[src/rtl/prot_ctrl_pkg.sv]
// Shared types for the write-protection register controller.
package prot_ctrl_pkg;

    // Kind of programming request presented for a verdict.
    typedef enum logic [1:0] {
        CHK_NONE = 2'b00,
        CHK_WORD = 2'b01,
        CHK_PAGE = 2'b10,
        CHK_ALL  = 2'b11
    } chk_kind_e;

    // Protection-register instruction classes after decoding.
    typedef enum logic [2:0] {
        INS_OTHER,
        INS_PRREAD,
        INS_PREN,
        INS_PRWRITE,
        INS_PRCLEAR,
        INS_PRDS
    } ins_cls_e;

    localparam logic [1:0] OPC_CTL = 2'b00;
    localparam logic [1:0] OPC_WR  = 2'b01;
    localparam logic [1:0] OPC_RD  = 2'b10;
    localparam logic [1:0] OPC_CLR = 2'b11;

endpackage

[src/rtl/prot_decode.sv]
// Classifies a committed instruction into a protection-register class.
// Assumes: the opcode and address come from an already framed instruction.
module prot_decode
    import prot_ctrl_pkg::*;
#(
    parameter int AW = 8
) (
    input  logic          pre,
    input  logic [1:0]    op,
    input  logic [AW-1:0] addr,
    output ins_cls_e      cls
);

    // Map the PRE level, opcode and address pattern to a class.
    always_comb begin
        cls = INS_OTHER;
        if (pre) begin
            case (op)
                OPC_RD:  cls = INS_PRREAD;
                OPC_WR:  cls = INS_PRWRITE;
                OPC_CLR: cls = (&addr) ? INS_PRCLEAR : INS_OTHER;
                default: begin
                    if (addr[AW-1:AW-2] == 2'b11)
                        cls = INS_PREN;
                    else if (addr == '0)
                        cls = INS_PRDS;
                    else
                        cls = INS_OTHER;
                end
            endcase
        end
    end

endmodule

[src/rtl/prot_regs.sv]
// Holds boundary, flag and lock, plus the volatile unlock marker.
// Assumes: boundary, flag and lock are nonvolatile, so only factory_clr
// resets them; rst_n clears the marker only.
module prot_regs
    import prot_ctrl_pkg::*;
#(
    parameter int AW = 8
) (
    input  logic          clk,
    input  logic          rst_n,
    input  logic          factory_clr,
    input  logic          ins_valid,
    input  logic          ins_ok,
    input  logic          ins_w,
    input  logic          wen_state,
    input  ins_cls_e      cls,
    input  logic [AW-1:0] addr,
    output logic [AW-1:0] bound,
    output logic          flag,
    output logic          locked,
    output logic          pren_seen
);

    logic pren_ok;
    logic mod_ok;

    // Enable is accepted with W high, write-enable set and a clean frame.
    assign pren_ok = (cls == INS_PREN) && ins_w && wen_state && ins_ok;
    // A modifying step needs the armed marker, W high, a clean frame, no lock.
    assign mod_ok  = pren_seen && ins_w && ins_ok && !locked;

    // Marker follows each committed instruction: armed only by an accepted enable.
    always_ff @(posedge clk) begin
        if (!rst_n)
            pren_seen <= 1'b0;
        else if (ins_valid)
            pren_seen <= pren_ok;
    end

    // Nonvolatile state updates for write, clear and lock.
    always_ff @(posedge clk) begin
        if (factory_clr) begin
            bound  <= '1;
            flag   <= 1'b1;
            locked <= 1'b0;
        end else if (ins_valid && mod_ok) begin
            case (cls)
                INS_PRWRITE: begin
                    bound <= addr;
                    flag  <= 1'b0;
                end
                INS_PRCLEAR: begin
                    bound <= '1;
                    flag  <= 1'b1;
                end
                INS_PRDS: locked <= 1'b1;
                default: ;
            endcase
        end
    end

endmodule

[src/rtl/prot_verdict.sv]
// Combinational go/no-go for word, page and whole-array programming.
// Assumes: page addresses wrap within a page of 2**PW words.
module prot_verdict
    import prot_ctrl_pkg::*;
#(
    parameter int AW = 8,
    parameter int PW = 2
) (
    input  logic          flag,
    input  logic [AW-1:0] bound,
    input  chk_kind_e     kind,
    input  logic [AW-1:0] addr,
    input  logic [PW:0]   words,
    output logic          allow
);

    localparam int PAGE = 1 << PW;

    logic [PAGE-1:0] hit;
    logic            word_hit;

    // One comparator per page slot, enabled by the word count.
    for (genvar i = 0; i < PAGE; i++) begin : g_slot
        logic [AW-1:0] slot_addr;
        assign slot_addr = {addr[AW-1:PW], addr[PW-1:0] + PW'(i)};
        assign hit[i]    = (words > (PW+1)'(i)) && (slot_addr >= bound);
    end

    assign word_hit = (addr >= bound);

    // Select the verdict for the request kind.
    always_comb begin
        case (kind)
            CHK_WORD: allow = flag || !word_hit;
            CHK_PAGE: allow = flag || !(|hit);
            CHK_ALL:  allow = flag;
            default:  allow = 1'b0;
        endcase
    end

endmodule

[src/rtl/prot_readout.sv]
// Serialises dummy 0, boundary MSB first, then flag.
// Assumes: a load and a step in the same cycle resolve to the load.
module prot_readout #(
    parameter int AW = 8
) (
    input  logic          clk,
    input  logic          rst_n,
    input  logic          load,
    input  logic          step,
    input  logic [AW-1:0] bound,
    input  logic          flag,
    output logic          bit_out
);

    localparam int FW = AW + 2;

    logic [FW-1:0] frame;

    // Load the frame on a read commit; otherwise shift left on each step.
    always_ff @(posedge clk) begin
        if (!rst_n)
            frame <= '0;
        else if (load)
            frame <= {1'b0, bound, flag};
        else if (step)
            frame <= {frame[FW-2:0], 1'b0};
    end

    assign bit_out = frame[FW-1];

endmodule

[src/rtl/prot_ctrl.sv]
// Top of the write-protection register controller.
// Assumes: ins_valid pulses once per decoded instruction, and the query
// inputs are held stable for the cycle in which chk_allow is used.
module prot_ctrl
    import prot_ctrl_pkg::*;
#(
    parameter int AW = 8,
    parameter int PW = 2
) (
    input  logic          clk,
    input  logic          rst_n,
    input  logic          factory_clr,
    input  logic          ins_valid,
    input  logic          ins_ok,
    input  logic          ins_pre,
    input  logic          ins_w,
    input  logic [1:0]    ins_op,
    input  logic [AW-1:0] ins_addr,
    input  logic          wen_state,
    input  logic          rd_step,
    output logic          rd_bit,
    input  logic [1:0]    chk_kind,
    input  logic [AW-1:0] chk_addr,
    input  logic [PW:0]   chk_words,
    output logic          chk_allow,
    output logic [AW-1:0] pr_bound,
    output logic          pr_flag,
    output logic          pr_locked,
    output logic          status_show
);

    ins_cls_e cls;
    logic     pren_seen;

    prot_decode #(.AW(AW)) u_dec (
        .pre  (ins_pre),
        .op   (ins_op),
        .addr (ins_addr),
        .cls  (cls)
    );

    prot_regs #(.AW(AW)) u_regs (
        .clk         (clk),
        .rst_n       (rst_n),
        .factory_clr (factory_clr),
        .ins_valid   (ins_valid),
        .ins_ok      (ins_ok),
        .ins_w       (ins_w),
        .wen_state   (wen_state),
        .cls         (cls),
        .addr        (ins_addr),
        .bound       (pr_bound),
        .flag        (pr_flag),
        .locked      (pr_locked),
        .pren_seen   (pren_seen)
    );

    prot_verdict #(.AW(AW), .PW(PW)) u_verdict (
        .flag  (pr_flag),
        .bound (pr_bound),
        .kind  (chk_kind_e'(chk_kind)),
        .addr  (chk_addr),
        .words (chk_words),
        .allow (chk_allow)
    );

    prot_readout #(.AW(AW)) u_rd (
        .clk     (clk),
        .rst_n   (rst_n),
        .load    (ins_valid && (cls == INS_PRREAD)),
        .step    (rd_step),
        .bound   (pr_bound),
        .flag    (pr_flag),
        .bit_out (rd_bit)
    );

    // Busy/ready presentation is suppressed once the register is frozen.
    assign status_show = !pr_locked;

endmodule

[config.mk]
export PLATFORM = sky130hd
export DESIGN_NAME = prot_ctrl
export DESIGN_NICKNAME = d
export VERILOG_FILES = /design/src/rtl/prot_ctrl_pkg.sv /design/src/rtl/prot_decode.sv /design/src/rtl/prot_regs.sv /design/src/rtl/prot_verdict.sv /design/src/rtl/prot_readout.sv /design/src/rtl/prot_ctrl.sv
export SDC_FILE = /design/constraint.sdc
export NUM_CORES = 1
export LEC_CHECK = 0
export BUFFER_PORTS_ARGS = -buffer_cell sky130_fd_sc_hd__buf_2
export CAP_MARGIN = 20
export CORE_MARGIN = 2
export CORE_UTILIZATION = 42
export CTS_BUF_LIST = sky130_fd_sc_hd__clkbuf_2 sky130_fd_sc_hd__clkbuf_4 sky130_fd_sc_hd__clkbuf_8
export DETAILED_ROUTE_END_ITERATION = 16
export PLACE_DENSITY = 0.72
export REMOVE_ABC_BUFFERS = 1
export SYNTH_ARGS = -nofsm -noshare
export SYNTH_HDL_FRONTEND = slang
export SYNTH_SLANG_ARGS = --single-unit
[constraint.sdc]
create_clock -name clk -period 1.7 [get_ports clk]
set_clock_uncertainty 0.1 [all_clocks]
set_input_delay 0.255 -clock clk [delete_from_list [all_inputs] [get_ports clk]]
set_output_delay 0.255 -clock clk [all_outputs]
set_load 0.05 [all_outputs]
# Word-level counts from Yosys, hierarchy flattened
# Index checks and enable logic that the tools add are counted.
dict set report word_totals {
  register_bits 21
  input_bits 32
  out_inout_bits 13
  word_cells 65
}
dict set report classes {
  add_sub_neg 3
  order_cmp 8
  eq_ne 12
  muxes 10
  bitwise_logic 1
  reduce_logical 25
}
# op count
set ops {}
lappend ops {{8-bit greater-or-equal comparator} 4}
lappend ops {{9-bit 2-to-1 mux} 2}
lappend ops {{8-bit case mux with 2 select lines} 1}
lappend ops {{1-bit logical AND} 12}
lappend ops {{3-bit 2-to-1 mux} 4}
lappend ops {{2-bit equality test, second input constant} 5}
lappend ops {{3-bit case mux with 3 select lines} 1}
lappend ops {{8-bit logical NOT} 1}
lappend ops {{8-bit AND reduction} 1}
lappend ops {{3-bit by 2-bit equality test with 1-bit output, second input constant} 2}
lappend ops {{3-bit equality test, second input constant} 2}
lappend ops {{3-bit by 1-bit greater-than comparator with 1-bit output, second input constant} 2}
lappend ops {{3-bit by 2-bit greater-than comparator with 1-bit output, second input constant} 2}
lappend ops {{2-bit adder, second input constant} 2}
lappend ops {{2-bit by 1-bit equality test with 1-bit output, second input constant} 2}
lappend ops {{2-bit AND reduction} 2}
lappend ops {{2-bit nonzero test} 2}
lappend ops {{4-bit OR reduction} 1}
lappend ops {{3-bit by 1-bit equality test with 1-bit output, second input constant} 1}
lappend ops {{1-bit logical NOT} 3}
lappend ops {{1-bit case mux with 3 select lines} 1}
lappend ops {{2-bit by 1-bit adder with 2-bit output, second input constant} 1}
lappend ops {{1-bit logical OR} 2}
lappend ops {{1-bit case mux with 2 select lines} 1}
lappend ops {{2 further kinds} 2}

# Depth between registers and ports, before layout
dict set report logic_depth {
  depth_word 9
  ltp_mapped 8
  mapped_depth_nobuf 7
}

# Cells and area by module
# Synthesis repeated with hierarchy kept, for this count alone.
dict set report hier_totals {
  hier_cells 174
  hier_area_um2 1591.5
}
# module instances cells_each area_each_um2 seq_area_each_um2
set modules_own_cells {}
lappend modules_own_cells {prot_regs 1 56 525.5 220.2}
lappend modules_own_cells {prot_readout 1 42 478.0 200.2}
lappend modules_own_cells {prot_verdict 1 56 435.4 0.0}
lappend modules_own_cells {prot_decode 1 18 136.4 0.0}
lappend modules_own_cells {prot_ctrl 1 2 16.3 0.0}

# Least setup slack after synthesis
# No wires, ideal clock.
dict set report synth_timing {
  path_type {register to output}
  startpoint {register u_regs.bound[0]}
  endpoint {output chk_allow}
  arrival_time_ns 2.774
  required_ns 1.345
  path_slack_ns -1.429
  path_stages_with_launch 7
  path_buffers 0
  cell_sequence {dfxtp_1 ha_1 nand2b_1 a21oi_1 o221ai_1 a21o_1 a211oi_1}
}
dict set report synth_between {
  elab_chain_len 6
  word_cells_on_any_way 14
  cone_classes {order compare: 4; mux: 1; reduce/logical: 9}
}
# item line_no
set synth_lines {}
lappend synth_lines {{from (decl)} prot_regs.sv:18} ;# output logic [AW-1:0] bound,
lappend synth_lines {{from (signal assigned)} prot_regs.sv:49} ;# bound <= addr;
lappend synth_lines {{8-bit greater-or-equal comparator, on equally long branches} {prot_verdict.sv:26, prot_verdict.sv:29}}
lappend synth_lines {{1-bit logical AND} prot_verdict.sv:26} ;# assign hit[i] = (words > (PW+1)'(i)) && (slot_addr >= bound);
lappend synth_lines {{4-bit OR reduction} prot_verdict.sv:35} ;# CHK_PAGE: allow = flag || !(|hit);
lappend synth_lines {{1-bit logical NOT} prot_verdict.sv:35}
lappend synth_lines {{1-bit logical OR} prot_verdict.sv:35}
lappend synth_lines {{1-bit case mux with 3 select lines *} prot_verdict.sv:33} ;# case (kind)
lappend synth_lines {{to (decl)} prot_ctrl.sv:25} ;# output logic chk_allow,
# Every way passes the cells marked *; elsewhere a longest branch is shown, timed or not.

# Final worst setup path
dict set report layout_timing {
  startpoint {register u_regs.bound[1]}
  endpoint {output chk_allow}
}
# Same word-level chain as after synthesis.

==> flow_metrics.env <==
export IMPL_yosysSeqAreaShare_pct=28.6
export IMPL_pre_cts_slack_ns=-0.595
export IMPL_dpl_cell_area_um2=2070
export IMPL_seq_area_um2=423
export IMPL_synth_area_top_cells="dfxtp_1 29%, ha_1 15%, a211oi_1 7.7%, inv_1 5.4%, nor2b_1 4.3%"
export IMPL_worstPathMaxFanout=4
export IMPL_fmax_ghz=0.433
export IMPL_run_status="finished, violations left"
export IMPL_synth_top_cell_area_share_pct=28.6
export IMPL_comb_power_share_pct=27.0
export IMPL_cts_buffers_inserted=3
export IMPL_syn_to_final_growth_pct=52.2
export IMPL_worstSetupStartpointType="flip-flop"
export IMPL_netSwitchingFraction_pct=28.8
export IMPL_finalCriticalPeriod_ns=2.31
export IMPL_r2r_start="u_regs.pren_seen$_SDFFE_PN0P_"
export IMPL_gp_congestion=0.815
export IMPL_portBuffers=44
export IMPL_cts_buffer_depth=2
export IMPL_grt_antenna_before_repair=0
export IMPL_synth_area_um2=1470
export IMPL_fin_ws_ns=-0.609
export IMPL_synth_edf_count=0
export IMPL_io_pins=45
export IMPL_num_vias=1541
export IMPL_ys_warn_count=0
export IMPL_diodes=0
export IMPL_synth_ff_type="dfxtp_1"
export IMPL_worstPathArrival_ns=1.95
export IMPL_grt_pass1_vias=1518
export IMPL_p_leak_nw=1.06
export IMPL_drive_gt1_share_pct=45.8
export IMPL_die_h_um=63.2
export IMPL_crit_required_ns=1.34
export IMPL_rsz0062_at_grt="true"
export IMPL_fin_area_um2=2240
export IMPL_cts_sinks=21
export IMPL_seq_power_share_pct=47.8
export IMPL_final_setup_viol_count=1
export IMPL_hold_viol_final=0
export IMPL_powerDensity_nw_per_um2=475
export IMPL_vdd_drop_max_mv=0.374
export IMPL_endpoint_kind="primary output"
export IMPL_r2r_end="u_regs.bound[0]$_SDFFE_PP1P_"
export IMPL_synthTopCellsByCount="21 x dfxtp_1, 21 x inv_1, 18 x ha_1"
export IMPL_coreArea_um2=3360
export IMPL_dp_cells=301
export IMPL_routedWlPerCell_um=12.8
export IMPL_slew_limit_headroom_pct=75.3
export IMPL_finalCritPeriodShare_pct=136
export IMPL_clock_power_share_pct=25.2
export IMPL_stdcell_count=306
export IMPL_nFillCells=306
export IMPL_p_total_w=0.00106
export IMPL_path_clk_slew_ns=0.12
export IMPL_grtUsageTotal_pct=20.1
export IMPL_fp_dieW_um=63.2
export IMPL_clk_latency_ns=0.31
export IMPL_drtAntennaViolNets=0
export IMPL_worstRegToRegCells=5
export IMPL_worst_slew_pin_transition_ns=0.363
export IMPL_grt_pass1_wl_mm=6.54
export IMPL_post_synth_top_area_cell="dfxtp_1"
export IMPL_start_util_pct=43.7
export IMPL_async_flop_share_pct=0
export IMPL_num_rows=21
export IMPL_die_area_um2=3990
export IMPL_wl_mm=3.91
export IMPL_drv_slew=0
export IMPL_ff2ff_setup_slack_ns=0.16
export IMPL_grt_ovfl_total=0
export IMPL_synth_seq_cells=21
export IMPL_netSwitchingPower_w=0.000306
export IMPL_synth_cell_types=43
export IMPL_cts_root_buf="clkbuf_4"
export IMPL_cap_violations=0
export IMPL_avgSynthCellArea_um2=8.71
export IMPL_synth_cells=169
export IMPL_drcViolationCount=0
export IMPL_multi_input_area_um2=1060
export IMPL_drtIter0Drc=72
export IMPL_whs_ns=0.0872
export IMPL_grt_max_degree=18
export IMPL_firstDrtPassIters=4
export IMPL_htreeDepth=1
export IMPL_hold_start="ins_addr[1]"
export IMPL_nets=311
export IMPL_crit_type="reg2out"
export IMPL_hold_path_class="in2reg"
export IMPL_min_to="u_regs.bound[1]$_SDFFE_PP1P_"
export IMPL_power_internal_w=0.000757
export IMPL_dp_hpwl_mm=3.00
export IMPL_violations="negative setup slack"
export IMPL_holdPathStages=2
export IMPL_via_per_inst=5.04
export IMPL_cts_tree="built"
## what timing repair did
item	4_1_cts	5_1_grt
pin swaps	6	7
setup endpoints to repair	7	7
hold buffers	0	0
setup buffers	0	1
endpoints found under the hold margin	0	0
gates resized for setup	14	13
## per-layer routing
metal  up-vias  GRT usage (%)  wire (µm)
li1        804              -          -
met2        36           35.4       1870
met3         4           3.75        152
met5         -              0          0
met1       697           26.1       1850
met4         0           3.26         36
## registers in the layout (all words and copies together), names as in the netlist
register          count
u_regs.flag           1
u_rd.frame           10
u_regs.bound          8
u_regs.locked         1
u_regs.pren_seen      1
## cells in the final DEF (no fill, tap or decap), types with 4 or more instances in the layout
cell and instances:
ha_1 13, buf_2 43, nor2_1 6, a211oi_1 13, ha_4 4, nor2b_1 9
clkbuf_4 4, buf_4 45, a21oi_1 6, dfxtp_1 19, inv_1 20, nand4_1 4
nand3_1 4, nand2_1 9, o32a_1 6
## layout make-up
type / instances / share of cell area [%]
timing repair buffer: 91 / 26.2
sequential: 21 / 18.9
tap: 46 / 2.57
multi-input combinational: 122 / 47.3
clock buffer: 4 / 1.34
inverter: 22 / 3.69
## power groups by stage
| stage | logic, W | registers [W] | clock network [W] |
|---|---|---|---|
| final | 0.000287 | 0.000508 | 0.000268 |
| after global routing | 0.000317 | 0.000509 | 0.000290 |
| after CTS | 0.000271 | 0.000508 | 0.000273 |
| after detailed placement | 0.000252 | 0.000519 | 0 |
| after global placement | 0.000246 | 0.000518 | 0 |
| after floorplan | 0.000113 | 0.000519 | 0 |
## through the flow
stage / TNS [ns] / util (%)
final: -0.609 / 66.6
after global routing: -0.664 / 66.6
after floorplan: -4.20 / -
after global placement: -4.88 / 61.6
after detailed placement: -6.20 / 61.6
after CTS: -0.594 / 64.7
## logic make-up (layout without fill, tap and decap cells)
logic type / after synthesis / count (layout) / share of synthesized area [%]
AO/OA/AOI/OAI: 44 / 44 / 22.2
buffers and inverters: 26 / 117 / 7.23
adder cells (fa/ha/maj): 18 / 18 / 15.3
AND/OR/NAND/NOR: 55 / 55 / 23.3
multiplexers: 4 / 4 / 2.81
flip-flops: 21 / 21 / 28.6
XOR/XNOR: 1 / 1 / 0.595
## critical path, stage by stage, from the launching register on
cell,delay [ns]
dfxtp_2,0.35
inv_2,0.07
ha_1,0.31
o21ai_1,0.15
a31oi_1,0.12
a21o_1,0.19
a211oi_2,0.26
buf_6,0.19
## worst max-delay path by stage
stage                                       startpoint   endpoint  slack (ns)  cells past startpoint
after floorplan           u_regs.bound[0]$_SDFFE_PP1P_  chk_allow       -1.43                      6
after global placement                     chk_addr[0]  chk_allow       -0.50                      9
after detailed placement                   chk_addr[0]  chk_allow       -0.60                      9
after CTS                 u_regs.bound[0]$_SDFFE_PP1P_  chk_allow       -0.59                      7
after global routing      u_regs.bound[1]$_SDFFE_PP1P_  chk_allow       -0.66                      7
final                     u_regs.bound[1]$_SDFFE_PP1P_  chk_allow       -0.61                      7
(Power assumes the default switching activity.)
